==> config.mk <==
export PLATFORM = sky130hd
export DESIGN_NAME = sar_conv_seq
export DESIGN_NICKNAME = d
export VERILOG_FILES = /design/src/rtl/sar_seq_pkg.sv /design/src/rtl/sar_start_qual.sv /design/src/rtl/sar_bit_engine.sv /design/src/rtl/sar_acq_timer.sv /design/src/rtl/sar_conv_seq.sv
export SDC_FILE = /design/constraint.sdc
export NUM_CORES = 1
export LEC_CHECK = 0
export ABC_AREA = 1
export BUFFER_PORTS_ARGS = -buffer_cell sky130_fd_sc_hd__buf_2
export CAP_MARGIN = 0
export CORE_MARGIN = 1.5
export CORE_UTILIZATION = 50
export CTS_CLUSTER_SIZE = 14
export DETAILED_ROUTE_END_ITERATION = 8
export GPL_ROUTABILITY_DRIVEN = 1
export GPL_TIMING_DRIVEN = 0
export PLACE_DENSITY = 0.77
export SYNTH_ARGS = -nofsm -noshare
export SYNTH_HDL_FRONTEND = slang
export SYNTH_SLANG_ARGS = --single-unit
==> constraint.sdc <==
create_clock -name clk -period 1.85 [get_ports clk]
set_input_delay 0.555 -clock clk [delete_from_list [all_inputs] [get_ports clk]]
set_output_delay 0.555 -clock clk [all_outputs]
set_load 0.02 [all_outputs]
==> src/rtl/sar_seq_pkg.sv <==
package sar_seq_pkg;

    typedef enum logic {
        PH_IDLE = 1'b0,
        PH_CONV = 1'b1
    } sar_phase_e;

    function automatic int idx_bits(input int width);
        return (width > 1) ? $clog2(width) : 1;
    endfunction

endpackage

==> src/rtl/sar_start_qual.sv <==
module sar_start_qual (
    input  logic clk,
    input  logic rst,
    input  logic cs_n,
    input  logic rd_cnv,
    input  logic pwr_dn,
    input  logic idle,
    input  logic just_done,
    output logic start
);
    logic req_now;
    logic req_q;

    assign req_now = cs_n | rd_cnv;

    always_ff @(posedge clk) begin
        if (rst) req_q <= 1'b1;
        else     req_q <= req_now;
    end

    // fresh falling edge, or request still low right after completion
    assign start = idle && !pwr_dn && !req_now && (req_q || just_done);

endmodule

==> src/rtl/sar_bit_engine.sv <==
module sar_bit_engine
    import sar_seq_pkg::*;
#(
    parameter int RES_W = 16
) (
    input  logic             clk,
    input  logic             rst,
    input  logic             start,
    input  logic             cmp_ge,
    output logic [RES_W-1:0] trial,
    output logic [RES_W-1:0] done_code,
    output logic             done,
    output logic             idle,
    output logic             busy_n
);
    localparam int IDX_W = idx_bits(RES_W);
    localparam logic [IDX_W-1:0] TOP_IDX = IDX_W'(RES_W - 1);

    sar_phase_e       phase;
    logic [IDX_W-1:0] idx;
    logic [RES_W-1:0] code;
    logic [RES_W-1:0] mask;

    assign mask      = {{(RES_W-1){1'b0}}, 1'b1} << idx;
    assign trial     = (phase == PH_CONV) ? (code | mask) : code;
    assign done_code = cmp_ge ? (code | mask) : code;
    assign done      = (phase == PH_CONV) && (idx == '0);
    assign idle      = (phase == PH_IDLE);

    always_ff @(posedge clk) begin
        if (rst) begin
            phase  <= PH_IDLE;
            idx    <= '0;
            code   <= '0;
            busy_n <= 1'b1;
        end else begin
            unique case (phase)
                PH_IDLE: begin
                    if (start) begin
                        phase  <= PH_CONV;
                        idx    <= TOP_IDX;
                        code   <= '0;
                        busy_n <= 1'b0;
                    end
                end
                PH_CONV: begin
                    code <= done_code;
                    if (idx == '0) begin
                        phase  <= PH_IDLE;
                        busy_n <= 1'b1;
                    end else begin
                        idx <= idx - 1'b1;
                    end
                end
                default: phase <= PH_IDLE;
            endcase
        end
    end

endmodule

==> src/rtl/sar_acq_timer.sv <==
module sar_acq_timer #(
    parameter int ACQ_W = 8
) (
    input  logic             clk,
    input  logic             rst,
    input  logic             done,
    input  logic [ACQ_W-1:0] acq_cycles,
    output logic             early
);
    logic [ACQ_W-1:0] remain;

    always_ff @(posedge clk) begin
        if (rst)              remain <= '0;
        else if (done)        remain <= acq_cycles;
        else if (remain != 0) remain <= remain - 1'b1;
    end

    assign early = (remain != '0);

endmodule

==> src/rtl/sar_conv_seq.sv <==
module sar_conv_seq #(
    parameter int RES_W = 16,
    parameter int ACQ_W = 8
) (
    input  logic             clk,
    input  logic             rst,
    input  logic             cs_n,
    input  logic             rd_cnv,
    input  logic             pwr_dn,
    input  logic [ACQ_W-1:0] acq_cycles,
    input  logic             cmp_ge,
    output logic [RES_W-1:0] trial,
    output logic             hold,
    output logic             busy_n,
    output logic [RES_W-1:0] result,
    output logic             early_start
);
    logic             start;
    logic             done;
    logic             idle;
    logic             just_done;
    logic             early;
    logic [RES_W-1:0] done_code;

    sar_start_qual u_qual (
        .clk       (clk),
        .rst       (rst),
        .cs_n      (cs_n),
        .rd_cnv    (rd_cnv),
        .pwr_dn    (pwr_dn),
        .idle      (idle),
        .just_done (just_done),
        .start     (start)
    );

    sar_bit_engine #(.RES_W(RES_W)) u_eng (
        .clk       (clk),
        .rst       (rst),
        .start     (start),
        .cmp_ge    (cmp_ge),
        .trial     (trial),
        .done_code (done_code),
        .done      (done),
        .idle      (idle),
        .busy_n    (busy_n)
    );

    sar_acq_timer #(.ACQ_W(ACQ_W)) u_acq (
        .clk        (clk),
        .rst        (rst),
        .done       (done),
        .acq_cycles (acq_cycles),
        .early      (early)
    );

    always_ff @(posedge clk) begin
        if (rst) begin
            hold        <= 1'b0;
            result      <= '0;
            early_start <= 1'b0;
            just_done   <= 1'b0;
        end else begin
            just_done <= done;
            if (start) begin
                hold        <= 1'b1;
                early_start <= early;
            end else if (done) begin
                hold <= 1'b0;
            end
            if (done) result <= done_code;
        end
    end

endmodule

After elaboration in Yosys (flattened, before gate mapping) --
Index checks and enable logic that the tools add are counted.
Word-level totals: bits in registers 50, input bits 14, output and inout port bits 35
Cells by class: shift-type cells 1, add/subtract/negate cells 2, multiplexer cells 17, bitwise gates (word level) 3, reduce and logical (&&, ||, !) cells 13, equal/unequal tests 3
Operators by type and width (count):
- 16-bit two-way mux | 3
- 16-bit one-hot mux with 2 select lines | 1
- 8-bit two-way mux | 2
- 16-bit OR | 1
- 1-bit by 4-bit << shifter with 16-bit output, first input constant | 1
- 4-bit two-way mux | 2
- 4-bit one-hot mux with 2 select lines | 1
- 8-bit nonzero test | 1
- 8-bit by 1-bit subtractor with 8-bit output, second input constant | 1
- 1-bit two-way mux | 6
- 2-bit != test, second input constant | 3
- 1-bit logical AND | 4
- 4-bit logical NOT | 1
- 1-bit one-hot mux with 2 select lines | 2
- 2-bit AND reduction | 2
- 2-bit nonzero test | 2
- 4-bit by 1-bit subtractor with 4-bit output, second input constant | 1
- 1-bit logical NOT | 2
- 1-bit logical OR | 1
- 1-bit inverter | 1
- 1-bit OR | 1

Depth between registers and ports, before layout --
depth in word-level cells 6, mapped depth 8, gate-level depth less buffers 8

Modules after synthesis --
From an unflattened synthesis, not the netlist that was laid out.
Unflattened totals: cell total of the unflattened synthesis 322, area total of the unflattened synthesis 2448.6 um^2
By module, submodules not included:
- sar_bit_engine | sequential area each 440.4 um^2, cells each 160, times used 1, area an instance 1241.2 um^2
- sar_conv_seq | sequential area each 380.4 um^2, cells each 79, times used 1, area an instance 645.6 um^2
- sar_acq_timer | sequential area each 160.2 um^2, cells each 72, times used 1, area an instance 499.2 um^2
- sar_start_qual | sequential area each 20.0 um^2, cells each 11, times used 1, area an instance 62.6 um^2

Worst setup path after synthesis --
OpenSTA, ideal clock, no wires.
path kind register to output, start point reg u_eng.idx[0], end point out trial[4], stages on the path, launching flop included 5, arrival 1227 ps, setup slack 68 ps, cell sequence dfxtp_1 -> inv_1 -> ha_1 -> nand3_1 -> o21bai_1
On the way: cells in the longest elaborated chain, start to end 3
RTL lines:
- start, declared | line sar_bit_engine.sv:20 | logic [IDX_W-1:0] idx;
- start signal, assigned | line sar_bit_engine.sv:52 | idx <= idx - 1'b1;
- 1-bit by 4-bit << shifter with 16-bit output | line sar_bit_engine.sv:24 | assign mask = {{(RES_W-1){1'b0}}, 1'b1} << idx;
- 16-bit OR | line sar_bit_engine.sv:25 | assign trial = (phase == PH_CONV) ? (code | mask) : code;
- 16-bit two-way mux | line sar_bit_engine.sv:25
- end, declared | line sar_conv_seq.sv:12 | output logic [RES_W-1:0] trial,
No other way between the ends.

Final worst setup path --
start point reg u_eng.idx[0], end point out trial[8]
Same word-level chain as after synthesis.

==> results.cfg <==
[status]
status = finished with violations
violations = setup timing

[clock_network]
cts_max_path_buffers = 2
clk_latency_ps = 310
cts_tree = yes
cts_root_buffer = clkbuf_8
postCtsHoldBufs = 0
cts.clk_slew.worst_paths_ps = 80
cts_max_level = 2
numCtsBuffers = 5
cts.sinks = 50

[synth]
synth.top_cells.by_area = dfxtp_1 41%, nand2_1 9.0%, nor2_1 8.4%
ys_ff_latch = 50
yosys.area.top_type = dfxtp_1
synthesis.area_mm2 = 0.00245
synth_common_cells = 59 x nand2_1, 55 x nor2_1, 50 x dfxtp_1
netlist_instances = 341
yosys_warnings = 0
synth_fp_nets = 362
ys_types = 27
synth_area_per_cell_um2 = 7.20
synth-edff-count = 0
synth_top_flop_cell = dfxtp_1
synth_most_common_cell = nand2_1
ys_seq_area_share_pct = 40.8
synth_top_cell_area_share_pct = 40.8
async_reset_ff_share_pct = 0

[timing]
min_period_over_period_pct = 105
hold_ws_ps = 444
fin_ws_ps = -101
fmax_ghz = 0.513
rsz0062_at_grt = yes
setup_violations = 14
finalMaxSlewViolations = 0
hold_viol = 0
worst_pin_slew_ps = 517
period_minus_slack_ps = 1950
clock_skew_ps = 9.59
maxSlewHeadroom_pct = 65.5

[global_route]
antenna_found_initial = 0
grt_pass1_wl_mm = 9.87
grt.overflow.total = 0
grt_pass1_vias = 2239
grt_usage_pct = 23.9
grt_max_degree = 16

[floorplanning]
ios = 49
die_y_um = 73.1
num_rows = 25
start_util_pct = 52.0
dieArea_mm2 = 0.00534
die_x_um = 73.1
core_mm2 = 0.00472

[cells_and_area]
finalCoreUtilization_pct = 66.8
final_nets = 429
fillers = 410
areaGrowthSynthToFinish_pct = 28.5
antennaDiodeCount = 0
stdcell_count = 475
drive_gt1_share_pct = 28.9

[route]
drtIter0Drc = 181
vias = 2483
vias_per_cell = 5.23
routed-wl-met2_mm = 2.93
drt-wirelength-per-cell_um = 12.9
drt-pass1-iter-count = 5
wl_met3_um = 382
drcViolationCount = 0
routed.top_layer = met4
ant_nets = 0
routed_wl_mm = 6.13
wl_met1_mm = 2.70

[power_and_ir_drop]
irDropWorstVdd_uv = 488
cell_internal_pwr_w = 0.00175
p_sw_w = 0.000962
p_total_w = 0.00271
p_per_area_mw_per_mm2 = 860
leakage_nw = 1.37
p_sw_share_pct = 35.5
power_frac_comb_pct = 32.3
p_clk_share_pct = 23.0
pwr-share-seq_pct = 44.7

[setup_path]
cp.arrival_ps = 1400
end_kind = output port
cp-start-kind = flop
cp_max_fo = 5
cp_data_required_time_ps = 1290
crit_type = flop to output port

[hold_path]
hold_path.class = primary input to flop

[placed_design]
pre_cts_ws_ps = -161
gp_congestion = 0.871
portBuffers = 47
dp_hpwl_mm = 4.17
place_inst = 455

[flow_run]
cap_viol_max_count = 0
[worst paths after layout]
check,startpoint,end,slack [ps],depth (start not counted)
setup / recovery,u_eng.idx[0]$_SDFFE_PP0P_,trial[8],-100,5
hold / removal,cs_n,u_qual.req_q$_SDFF_PP1_,440,3
setup reg to reg,u_eng.idx[0]$_SDFFE_PP0P_,result[3]$_SDFFE_PP0P_,210,10
hold reg to reg,result[14]$_SDFFE_PP0P_,result[14]$_SDFFE_PP0P_,460,2
[worst max-delay path, cell delays in order (launching register included)]
cell and delay, ps:
dfxtp_4 390, inv_4 100, ha_4 190, nand3_4 80, o21bai_1 170, buf_4 170
[registers in the layout (all words and copies together) (netlist names)]
name	count
just_done	1
result	16
u_acq.remain	8
u_eng.idx	4
u_eng.phase	1
u_eng.busy_n	1
hold	1
early_start	1
u_qual.req_q	1
u_eng.code	16
[cells in the final DEF, fill, tap and decap left out, types with 3 or more instances in the layout]
| master | Yosys | final |
|---|---|---|
| nand2_1 | 59 | 58 |
| nor2_1 | 55 | 55 |
| dfxtp_1 | 50 | 45 |
| buf_2 | 5 | 34 |
| buf_4 | 3 | 29 |
| nand3_1 | 36 | 26 |
| a21oi_1 | 25 | 25 |
| inv_1 | 24 | 20 |
| nor3_1 | 16 | 16 |
| o21bai_1 | 15 | 15 |
| o21ai_1 | 11 | 11 |
| buf_6 | 5 | 10 |
| nand3_2 | 1 | 10 |
| o21ai_0 | 7 | 7 |
| clkbuf_8 | 0 | 5 |
| inv_2 | 4 | 4 |
| nand4_1 | 4 | 4 |
| ha_4 | 0 | 4 |
| nand2_2 | 2 | 3 |
| ha_1 | 7 | 3 |
| dfxtp_4 | 0 | 3 |
[final cells by class]
cell class / instances / area (um2) / area share [%]
Buffer: 15 / 120 / 3.81
Sequential cell: 50 / 1010 / 32.2
Timing Repair Buffer: 61 / 392 / 12.4
Inverter: 28 / 118 / 3.73
Tap cell: 67 / 83.8 / 2.66
Clock inverter: 2 / 13.8 / 0.436
Clock buffer: 5 / 68.8 / 2.18
Multi-Input combinational cell: 247 / 1340 / 42.6
[metrics by stage]
stage          cell area, um2  setup TNS (ps)
2_1_floorplan            2450               0
3_3_place_gp             2770            -305
3_5_place_dp             2770            -276
4_1_cts                  3050            -993
5_1_grt                  3150           -1920
6_report                 3150            -840
[kinds of logic after synthesis]
group / after synthesis / synth area share, %
AOI/OAI and AO/OA: 58 / 13.4
adders and majority gates: 7 / 3.57
buffers and inverters: 44 / 8.97
DFF: 50 / 40.8
and+or+nand+nor: 182 / 33.3
[power groups by stage]
stage,registers [W],logic [W],clock network [W]
2_1_floorplan,0.00122,0.000660,0
3_3_place_gp,0.00123,0.000788,0
3_5_place_dp,0.00123,0.000807,0
4_1_cts,0.00121,0.000844,0.000638
5_1_grt,0.00122,0.00101,0.000679
6_report,0.00121,0.000876,0.000625
[routing by layer]
layer  track usage, %  vias to the layer above
met1             29.6                     1140
met2             40.7                       81
met4             9.64                        0
met5                0                        -
li1                 -                     1248
met3             4.56                       14
[what timing repair did]
item / in CTS / in global routing
gates resized for setup: 39 / 17
setup endpoints to repair: 16 / 16
pin swaps: 8 / 16
setup buffers: 10 / 4
cloned: 0 / 0
No activity file was read; power rests on OpenSTA's default activity.
